### src/rtl/srf_pkg.sv
package srf_pkg;
    localparam int BYTE_W = 8;

    localparam logic [7:0] OFF_MODE = 8'h00;
    localparam logic [7:0] OFF_RATE = 8'h04;
    localparam logic [7:0] OFF_CTRL = 8'h08;
    localparam logic [7:0] OFF_TXD  = 8'h0C;
    localparam logic [7:0] OFF_STAT = 8'h10;
    localparam logic [7:0] OFF_RXD  = 8'h14;
    localparam logic [7:0] OFF_QCTL = 8'h18;
    localparam logic [7:0] OFF_QCNT = 8'h1C;
    localparam logic [7:0] OFF_PORT = 8'h20;

    localparam logic [7:0] KEEP_MODE = 8'h7B;
    localparam logic [7:0] KEEP_CTRL = 8'hFA;
    localparam logic [7:0] KEEP_PORT = 8'hF3;
    localparam logic [7:0] INIT_CTRL = 8'h20;
    localparam logic [7:0] INIT_RATE = 8'hFF;

    // control bits
    localparam int C_TXIE = 7;
    localparam int C_RXIE = 6;
    localparam int C_TXEN = 5;
    localparam int C_RXEN = 4;
    // status bits
    localparam int S_TEND = 6;
    localparam int S_TEMP = 5;
    localparam int S_BRK  = 4;
    localparam int S_FULL = 1;
    localparam int S_RDY  = 0;
    // queue control bits
    localparam int Q_FLUSH = 1;

    typedef struct packed {
        logic tx_end;
        logic tx_empty;
        logic brk;
        logic rx_full;
    } flags_t;

    function automatic logic [7:0] trig_level(input logic [1:0] code);
        case (code)
            2'd0:    return 8'd1;
            2'd1:    return 8'd4;
            2'd2:    return 8'd8;
            default: return 8'd14;
        endcase
    endfunction

    function automatic logic [7:0] status_byte(input flags_t f);
        logic [7:0] b;
        b         = '0;
        b[S_TEND] = f.tx_end;
        b[S_TEMP] = f.tx_empty;
        b[S_BRK]  = f.brk;
        b[S_FULL] = f.rx_full;
        return b;
    endfunction
endpackage

### src/rtl/srf_rx_fifo.sv
module srf_rx_fifo #(
    parameter int DEPTH = 16,
    parameter int W     = 8,
    localparam int PTR_W = $clog2(DEPTH),
    localparam int CNT_W = $clog2(DEPTH + 1)
) (
    input  logic             clk,
    input  logic             rst,
    input  logic             push,
    input  logic             pop,
    input  logic             flush,
    input  logic [W-1:0]     din,
    output logic [W-1:0]     dout,
    output logic [CNT_W-1:0] count,
    output logic [CNT_W-1:0] cnt_nxt,
    output logic             push_ok,
    output logic             pop_ok
);
    logic [W-1:0]     mem [DEPTH];
    logic [PTR_W-1:0] wr_ptr, rd_ptr;

    assign push_ok = push && !flush && (count != CNT_W'(DEPTH));
    assign pop_ok  = pop  && !flush && (count != '0);
    assign dout    = mem[rd_ptr];

    always_comb begin
        if (flush)
            cnt_nxt = '0;
        else
            cnt_nxt = count + CNT_W'(push_ok) - CNT_W'(pop_ok);
    end

    function automatic logic [PTR_W-1:0] bump(input logic [PTR_W-1:0] p);
        return (p == PTR_W'(DEPTH - 1)) ? '0 : p + 1'b1;
    endfunction

    always_ff @(posedge clk) begin
        if (rst || flush) begin
            wr_ptr <= '0;
            rd_ptr <= '0;
            count  <= '0;
        end else begin
            if (push_ok) wr_ptr <= bump(wr_ptr);
            if (pop_ok)  rd_ptr <= bump(rd_ptr);
            count <= cnt_nxt;
        end
    end

    always_ff @(posedge clk) begin
        if (push_ok) mem[wr_ptr] <= din;
    end
endmodule

### src/rtl/srf_status.sv
module srf_status
    import srf_pkg::*;
#(
    parameter int CNT_W = 5
) (
    input  logic             clk,
    input  logic             rst,
    input  logic             push_ok,
    input  logic             pop_ok,
    input  logic [CNT_W-1:0] cnt_nxt,
    input  logic [CNT_W-1:0] trig,
    input  logic             rx_ie,
    input  flags_t           clr,
    input  logic             irq_drop,
    input  logic             tend_set,
    input  logic             tx_refill,
    input  logic             tx_take,
    input  logic             brk_in,
    output flags_t           flags,
    output logic             rx_irq
);
    flags_t f_n;
    logic   irq_n;
    logic   reach;

    assign reach = push_ok && (cnt_nxt >= trig);

    always_comb begin
        f_n   = flags;
        irq_n = rx_irq;
        if (reach)
            f_n.rx_full = 1'b1;
        else if (pop_ok && (cnt_nxt < trig))
            f_n.rx_full = 1'b0;
        if (reach && rx_ie) irq_n = 1'b1;
        if (tx_refill) begin
            f_n.tx_end   = 1'b1;
            f_n.tx_empty = 1'b1;
        end
        if (tx_take)  f_n.tx_empty = 1'b0;
        if (tend_set) f_n.tx_end   = 1'b1;
        f_n = f_n & ~clr;
        if (irq_drop) irq_n = 1'b0;
        if (brk_in)   f_n.brk = 1'b1;
    end

    always_ff @(posedge clk) begin
        if (rst) begin
            flags  <= '{tx_end: 1'b1, tx_empty: 1'b1, brk: 1'b0, rx_full: 1'b0};
            rx_irq <= 1'b0;
        end else begin
            flags  <= f_n;
            rx_irq <= irq_n;
        end
    end
endmodule

### src/rtl/serial_rx_fifo_regs.sv
module serial_rx_fifo_regs
    import srf_pkg::*;
#(
    parameter int ADDR_W = 8,
    parameter int DEPTH  = 16,
    localparam int CNT_W = $clog2(DEPTH + 1)
) (
    input  logic              clk,
    input  logic              rst,
    input  logic [ADDR_W-1:0] bus_addr,
    input  logic              bus_wr,
    input  logic [7:0]        bus_wdata,
    input  logic              bus_rd,
    output logic [7:0]        bus_rdata,
    input  logic [7:0]        rx_data,
    input  logic              rx_valid,
    input  logic              rx_break,
    output logic [7:0]        tx_data,
    output logic              tx_strobe,
    output logic              rx_irq,
    output logic              tx_irq
);
    logic [7:0] mode_q, rate_q, ctrl_q, qctl_q, port_q;
    logic [7:0] rdata_q, txd_q;
    logic       stb_q;

    function automatic logic hit(input logic [ADDR_W-1:0] a, input logic [7:0] off);
        return a == ADDR_W'(off);
    endfunction

    logic wr_ctrl, wr_txd, wr_stat, wr_qctl, rd_stat, rd_rxd;
    assign wr_ctrl = bus_wr && hit(bus_addr, OFF_CTRL);
    assign wr_txd  = bus_wr && hit(bus_addr, OFF_TXD);
    assign wr_stat = bus_wr && hit(bus_addr, OFF_STAT);
    assign wr_qctl = bus_wr && hit(bus_addr, OFF_QCTL);
    assign rd_stat = bus_rd && hit(bus_addr, OFF_STAT);
    assign rd_rxd  = bus_rd && hit(bus_addr, OFF_RXD);

    logic [BYTE_W-1:0] fifo_dout;
    logic [CNT_W-1:0]  fifo_cnt, fifo_nxt, trig;
    logic              push_ok, pop_ok;

    srf_rx_fifo #(.DEPTH(DEPTH), .W(BYTE_W)) fifo_i (
        .clk(clk), .rst(rst),
        .push(rx_valid && ctrl_q[C_RXEN]),
        .pop(rd_rxd),
        .flush(wr_qctl && bus_wdata[Q_FLUSH]),
        .din(rx_data), .dout(fifo_dout),
        .count(fifo_cnt), .cnt_nxt(fifo_nxt),
        .push_ok(push_ok), .pop_ok(pop_ok)
    );

    assign trig = CNT_W'(trig_level(qctl_q[7:6]));

    flags_t clr_m, flags;
    always_comb begin
        clr_m = '0;
        if (wr_stat) begin
            clr_m.tx_end   = !bus_wdata[S_TEND];
            clr_m.tx_empty = !bus_wdata[S_TEMP];
            clr_m.brk      = !bus_wdata[S_BRK];
            clr_m.rx_full  = !bus_wdata[S_FULL];
        end
    end

    srf_status #(.CNT_W(CNT_W)) stat_i (
        .clk(clk), .rst(rst),
        .push_ok(push_ok), .pop_ok(pop_ok),
        .cnt_nxt(fifo_nxt), .trig(trig),
        .rx_ie(ctrl_q[C_RXIE]),
        .clr(clr_m),
        .irq_drop((wr_ctrl && !bus_wdata[C_RXIE]) ||
                  (wr_stat && !(bus_wdata[S_FULL] && bus_wdata[S_RDY]))),
        .tend_set(wr_ctrl && !bus_wdata[C_TXEN]),
        .tx_refill(rd_stat && ctrl_q[C_TXEN]),
        .tx_take(wr_txd),
        .brk_in(rx_break),
        .flags(flags), .rx_irq(rx_irq)
    );

    always_ff @(posedge clk) begin
        if (rst) begin
            mode_q <= '0;
            rate_q <= INIT_RATE;
            ctrl_q <= INIT_CTRL;
            qctl_q <= '0;
            port_q <= '0;
            txd_q  <= '0;
            stb_q  <= 1'b0;
        end else begin
            stb_q <= wr_txd;
            if (bus_wr) begin
                if (hit(bus_addr, OFF_MODE)) mode_q <= bus_wdata & KEEP_MODE;
                if (hit(bus_addr, OFF_RATE)) rate_q <= bus_wdata;
                if (hit(bus_addr, OFF_PORT)) port_q <= bus_wdata & KEEP_PORT;
                if (wr_ctrl) ctrl_q <= bus_wdata & KEEP_CTRL;
                if (wr_qctl) qctl_q <= bus_wdata;
                if (wr_txd)  txd_q  <= bus_wdata;
            end
        end
    end

    logic [7:0] rd_mux;
    always_comb begin
        rd_mux = '0;
        if      (hit(bus_addr, OFF_MODE)) rd_mux = mode_q;
        else if (hit(bus_addr, OFF_RATE)) rd_mux = rate_q;
        else if (hit(bus_addr, OFF_CTRL)) rd_mux = ctrl_q;
        else if (hit(bus_addr, OFF_STAT)) rd_mux = status_byte(flags);
        else if (hit(bus_addr, OFF_RXD))  rd_mux = pop_ok ? fifo_dout : 8'h00;
        else if (hit(bus_addr, OFF_QCTL)) rd_mux = qctl_q;
        else if (hit(bus_addr, OFF_QCNT)) rd_mux = 8'(fifo_cnt);
        else if (hit(bus_addr, OFF_PORT)) rd_mux = port_q;
    end

    always_ff @(posedge clk) begin
        if (rst)         rdata_q <= '0;
        else if (bus_rd) rdata_q <= rd_mux;
    end

    assign bus_rdata = rdata_q;
    assign tx_data   = txd_q;
    assign tx_strobe = stb_q;
    assign tx_irq    = ctrl_q[C_TXIE];
endmodule

### config.mk
export PLATFORM = sky130hd
export DESIGN_NAME = serial_rx_fifo_regs
export DESIGN_NICKNAME = d
export VERILOG_FILES = /design/src/rtl/srf_pkg.sv /design/src/rtl/srf_rx_fifo.sv /design/src/rtl/srf_status.sv /design/src/rtl/serial_rx_fifo_regs.sv
export SDC_FILE = /design/constraint.sdc
export NUM_CORES = 1
export LEC_CHECK = 0
export BUFFER_PORTS_ARGS = -buffer_cell sky130_fd_sc_hd__buf_2
export CAP_MARGIN = 10
export CORE_ASPECT_RATIO = 1.5
export CORE_MARGIN = 2
export CORE_UTILIZATION = 30
export CTS_CLUSTER_SIZE = 10
export DETAILED_ROUTE_END_ITERATION = 16
export HOLD_SLACK_MARGIN = 0.08
export SETUP_SLACK_MARGIN = 0.2
export SYNTH_ARGS = -nofsm -noshare
export SYNTH_HDL_FRONTEND = slang
export SYNTH_SLANG_ARGS = --single-unit
### constraint.sdc
create_clock -name clk -period 4.5 [get_ports clk]
set_input_delay 0.675 -clock clk [delete_from_list [all_inputs] [get_ports clk]]
set_output_delay 0.675 -clock clk [all_outputs]
set_load 0.01 [all_outputs]
### Word level (Yosys, flattened, before mapping)

Memory sizes are Yosys's and may differ from the RTL's. A register that Yosys moved wholly into a read port is not among the register bits.
Cells that the tools add are included.

* register bits: 69
* RAM bits: 128
* input bits: 30
* output and inout port bits: 19
* word-level logic and storage cells: 100
* memories: 1

* $add $sub $neg: 4
* $lt $le $gt $ge: 2
* equal/unequal tests: 13
* multiplexer cells: 24
* bitwise logic cells: 2
* reductions and logical operators: 38

Memories
* fifo_i.mem: depth 16, bits a word 8, rd ports 1, clocked after Yosys merged registers in 1, write ports 1, line srf_rx_fifo.sv:19 `logic [W-1:0] mem [DEPTH];`

Operator list (count)
* 2-to-1 mux 8 bit: 9
* equality test 8 x 5 -> 1 bit (second input constant): 4
* logical AND 1 bit: 20
* 2-to-1 mux 4 bit: 5
* equality test 8 x 4 -> 1 bit (second input constant): 2
* case mux 4 bit (3 select lines): 1
* AND reduction 2 bit: 6
* adder 4 x 1 -> 4 bit (second input constant): 2
* equality test 4 bit (second input constant): 2
* equality test 8 x 3 -> 1 bit (second input constant): 1
* equality test 8 x 6 -> 1 bit (second input constant): 1
* logical NOT 8 bit: 1
* 2-to-1 mux 1 bit: 7
* logical NOT 1 bit: 6
* adder 5 x 1 -> 5 bit: 1
* greater-or-equal comparator 5 x 4 -> 1 bit: 1
* less-than comparator 5 x 4 -> 1 bit: 1
* 2-to-1 mux 5 bit: 1
* != test 5 bit (second input constant): 1
* nonzero test 5 bit: 1
* subtractor 5 x 1 -> 5 bit: 1
* AND 4 bit: 1
* NOT 4 bit: 1
* equality test 2 x 1 -> 1 bit (second input constant): 1
* 5 further kinds: 6

### Logic depth before layout (Yosys ltp)

* depth in word-level cells: 15
* gate-level depth with buffers: 18
* depth with buffers taken out: 18

### Cells and area by module

From an unflattened synthesis, not the netlist that was laid out.

* cells, all modules: 697
* area total of the unflattened synthesis: 8909.8 um2

Modules (own cells, without submodules)
* srf_rx_fifo: instances 1, cells each 321, area an instance 5884.4 um2, sequential area each 4184.0 um2
* serial_rx_fifo_regs: instances 1, cells each 338, area an instance 2725.1 um2, sequential area each 1021.0 um2
* srf_status: instances 1, cells each 38, area an instance 300.3 um2, sequential area each 100.1 um2

### Least setup slack after synthesis

No wires, ideal clock.

* kind: in2reg
* from: input bus_addr[2]
* to: register stat_i.rx_irq
* setup time: 0.114 ns
* arrival: 3.561 ns
* data required time: 4.386 ns
* setup slack: 0.824 ns
* stages on the path: 16
* buffers on the path: 1
* path through: buf_6 > nor4b_4 > nand2_1 > or3_1 > nand2_1 > ha_1 > inv_1 > fa_1 > xor2_1 > nor2_1 > ha_1 > nand2_1 > o21a_1 > o21ai_0 > o211ai_1 > a2111oi_0

* cells in the longest elaborated chain, start to end: 12
* elaborated cells on any way between the ends: 24
* those cells by class: add/sub: 2; order compare: 1; eq/ne: 4; mux: 1; reduce/logical: 16

Ends and longest elaborated chain
* from (decl): line serial_rx_fifo_regs.sv:10 `input logic [ADDR_W-1:0] bus_addr,`
* equality test 8 x 5 -> 1 bit: line serial_rx_fifo_regs.sv:28 `return a == ADDR_W'(off);`
* logical AND 1 bit: line serial_rx_fifo_regs.sv:35 `assign wr_qctl = bus_wr && hit(bus_addr, OFF_QCTL);`
* logical AND 1 bit: line serial_rx_fifo_regs.sv:47 `.flush(wr_qctl && bus_wdata[Q_FLUSH]),`
* logical NOT 1 bit: line srf_rx_fifo.sv:22, srf_rx_fifo.sv:23
* logical AND 1 bit (2 in a row): line srf_rx_fifo.sv:22 `assign push_ok = push && !flush && (count != CNT_W'(DEPTH));`
* adder 5 x 1 -> 5 bit: line srf_rx_fifo.sv:30 `cnt_nxt = count + CNT_W'(push_ok) - CNT_W'(pop_ok);`
* subtractor 5 x 1 -> 5 bit: line srf_rx_fifo.sv:30
* 2-to-1 mux 5 bit *: line srf_rx_fifo.sv:27 `if (flush)`
* named net fifo_i.cnt_nxt[2]: line srf_rx_fifo.sv:15 `output logic [CNT_W-1:0] cnt_nxt,`
* greater-or-equal comparator 5 x 4 -> 1 bit *: line srf_status.sv:26 `assign reach = push_ok && (cnt_nxt >= trig);`
* logical AND 1 bit *: line srf_status.sv:26
* logical AND 1 bit *: line srf_status.sv:35 `if (reach && rx_ie) irq_n = 1'b1;`
* to (signal assigned): line srf_status.sv:53 `rx_irq <= irq_n;`
* to (decl): line srf_status.sv:20 `output logic rx_irq`

The timed path passes the listed nets; every way through them passes the cells marked *.
A chain may end at the register's enable or synchronous reset.

### Worst setup path after layout

* from: register fifo_i.count[2]
* to: register stat_i.rx_irq

* cells in the longest elaborated chain, start to end: 8
* elaborated cells on any way between the ends: 10
* those cells by class: add/sub: 2; order compare: 1; eq/ne: 1; mux: 1; reduce/logical: 5

Ends and longest elaborated chain
* from (decl): line srf_rx_fifo.sv:14 `output logic [CNT_W-1:0] count,`
* from (signal assigned): line srf_rx_fifo.sv:45 `count <= cnt_nxt;`
* != test 5 bit: line srf_rx_fifo.sv:22
* logical AND 1 bit: line srf_rx_fifo.sv:22
* adder 5 x 1 -> 5 bit: line srf_rx_fifo.sv:30
* subtractor 5 x 1 -> 5 bit *: line srf_rx_fifo.sv:30
* 2-to-1 mux 5 bit *: line srf_rx_fifo.sv:27
* named net fifo_i.cnt_nxt[2]: line srf_rx_fifo.sv:15
* greater-or-equal comparator 5 x 4 -> 1 bit *: line srf_status.sv:26
* logical AND 1 bit *: line srf_status.sv:26
* logical AND 1 bit *: line srf_status.sv:35

Marks and branches as above.

==> qor.txt <==
Routed vias -> 5660
Pre-CTS WS -> 0.514 ns
Clk network pwr share -> 0.461
Final non-filler cell total -> 1093
R2R depth -> 18
DRT iter0 DRCs -> 392
Flop pwr share -> 0.515
Setup_tns -> 0 ns
Max Fclk -> 259 MHz
Number of global-route vias before repair -> 5636
Final wirelength -> 21900 µm
Post-Synthesis Net Count -> 718
Final Cell Area -> 9940 µm²
Routed wire per std cell -> 20.0 µm
Hold Vio Cnt, Final -> 0
Finish-stage setup viols -> 0
Syn. warnings -> 0
Longest Clk Path Bufs -> 3
# placed instances -> 1050
Max transition margin -> 0.248
Cts hold-fix bufs -> 0
Post-CTS setup-driven buffer insertion count -> 0
Routed Antenna Nets -> 0
FP Rows -> 76
Hold slack -> 0.415 ns
Via density -> 5.18
Startpoint Class -> flop
# clock sinks -> 201
Worst setup path class -> reg -> reg
Internal power -> 3.04 mW
Placed wire-length estimate -> 15000 µm
Congestion Overflow GR -> 0
Comb power frac -> 0.025
Hold Path Depth -> 3
Slew @ Worst Pin -> 1.12 ns
Worst EP required -> 4.88 ns
Crit. End Element -> flop
Largest net degree at the start of global routing -> 51
Max-cap violations -> 0
Slew Viols, Final -> 0
Peak supply drop -> 0.238 mV
Gr usage total -> 0.145
Status -> finished, final reports clean
Pleak -> 3.39 nW
CTS HTree Levels -> 1
Initial Util -> 0.302
Die Ht -> 211 µm
Type of the most critical hold path -> in -> reg
CTS clk-pin slew, worst paths -> 0.06 ns
DRC -> 0
Period minus WS final -> 3.86 ns
CTS tree -> yes
Number of flops mapped to enable cells by yosys -> 128
Layout cells sized above 1 -> 0.184
Clk Latency, worst-skew pair -> 0.50 ns
Die Footprint -> 30100 µm²
Synthesized area -> 8610 µm²
Worst-path fanout max -> 5
Resized cells post-CTS -> 0
Num ports -> 49
Switching portion of total power -> 0.203
Worst setup margin -> 0.639 ns
Flops & latches, synth -> 201
Count of different cell masters after synthesis -> 59
Synth-to-Final Area Change -> 15.4%
DP Area -> 9230 µm²
GPL Wtd Cong -> 0.863
Register area share after synthesis -> 0.616
Unrepaired setup endpoints after global routing -> false
First-pass GRT wire length -> 33100 µm
Synthesized area per cell -> 12.8 µm²
Pwr dens -> 383 nW/µm²
Fin crit share -> 0.858
Arr. time, crit path -> 4.25 ns
Port buffer count -> 48
DRT Pass-1 Iters -> 5
CTS Buf Count -> 24
Die width -> 142 µm
Initial antenna violation count -> 1
NetSw -> 772 µW
Share of synthesized registers carrying an async set or reset -> 0
Clk_skew -> 0.00758 ns
Core Area -> 28500 µm²
Nets@finish -> 770
CTS root buf -> clkbuf_16
Primary FF master, synth -> edfxtp_1
Cell count after synthesis -> 673
[worst paths after layout]
| check | startpoint | endpoint | slack [ns] |
|---|---|---|---|
| hold / removal | rx_break | stat_i.flags[1] | 0.42 |
| hold reg to reg | qctl_q[3] | qctl_q[3] | 0.45 |
| setup reg to reg | fifo_i.count[2] | stat_i.rx_irq | 0.64 |
| setup / recovery | fifo_i.count[2] | stat_i.rx_irq | 0.64 |
[kinds of logic after synthesis]
family	after synthesis	share of synthesized area
mux	53	0.111
simple gates	209	0.119
buf+inv	65	0.0330
flops	201	0.616
compound gates	124	0.0915
fa+ha+maj	15	0.0227
xor+xnor	6	0.00610
[routing by layer]
metal	vias to the layer above	wire (µm)	GRT usage
li1	2628	-	-
met1	2803	8440	0.163
met2	175	11600	0.274
met3	52	1030	0.0219
met4	2	777	0.0526
met5	-	7	0
[through the flow]
step	power, mW	util
5_1_grt	3.93	0.348
3_3_place_gp	2.09	0.323
3_5_place_dp	2.09	0.323
4_1_cts	3.84	0.348
2_1_floorplan	2.04	-
6_report	3.81	0.348
[worst max-delay path, stage by stage, from the launching register on]
cell       delay, ns
dfxtp_1         0.33
inv_1           0.08
ha_1            0.17
inv_1           0.04
o41ai_1         0.58
or2_2           0.31
nand2_1         0.08
nand2_1         0.08
ha_1            0.16
inv_1           0.06
fa_1            0.43
xor2_1          0.21
nor2_1          0.07
ha_1            0.29
nand2_1         0.06
o21a_1          0.18
o21ai_0         0.11
o211ai_1        0.12
a2111oi_0       0.38
[power by group through the flow]
| stage | logic, mW | registers (mW) | clock network (mW) |
|---|---|---|---|
| floorplan | 0.0380 | 2.00 | 0 |
| global placement | 0.0908 | 2.00 | 0 |
| detailed placement | 0.0929 | 2.00 | 0 |
| CTS | 0.0934 | 1.96 | 1.79 |
| global route | 0.101 | 1.96 | 1.87 |
| finish | 0.0933 | 1.96 | 1.75 |
[cells in the mapped netlist, types with 6 or more instances]
cell      count  area share
edfxtp_1    128        0.45
dfxtp_1      73        0.17
nor2_1       72       0.031
nand2_1      61       0.027
a21oi_1      56       0.033
mux4_2       34       0.089
inv_1        28       0.012
clkbuf_1     20      0.0087
mux2i_1      18       0.021
nand3_1      18       0.010
ha_1         14       0.020
o21ai_0      12      0.0070
nand2b_1     11      0.0080
nor3_1       11      0.0064
a211o_1       9      0.0092
buf_2         8      0.0046
nor2b_1       7      0.0051
a211oi_1      6      0.0052
a31oi_1       6      0.0044
[cell type report]
type / count / area (µm²)
fill: 2794 / 18600
sequential: 201 / 5310
multi-input combinational: 407 / 3020
clock buffer: 41 / 706
tap: 351 / 439
timing repair buffer: 63 / 353
inverter: 28 / 105
clock inverter: 1 / 5.00
antenna: 1 / 2.50
[flip-flops by register name, summed over array words and instances (netlist names), named ones only]
signal	count
fifo_i.mem	128
bus_rdata	8
qctl_q	8
rate_q	8
tx_data	8
ctrl_q	6
mode_q	6
port_q	6
fifo_i.count	5
fifo_i.rd_ptr	4
fifo_i.wr_ptr	4
stat_i.flags	4
stat_i.rx_irq	1
tx_strobe	1
[cells in the final DEF (no fill, tap or decap), types with 7 or more instances in the layout]
cell       Yosys  layout
inv_1         28      28
o21ai_0       12      12
dfxtp_1       73      71
buf_2          8      48
a21oi_1       56      56
nor2_1        72      72
nand2b_1      11      11
mux4_2        34      34
nor2b_1        7       7
mux2i_1       18      18
clkbuf_1      20      14
ha_1          14      14
nor3_1        11      11
a211o_1        9       9
buf_4          2      15
edfxtp_1     128     128
clkbuf_16      0      25
nand3_1       18      18
nand2_1       61      61
Power figures use the tool's default switching activity.
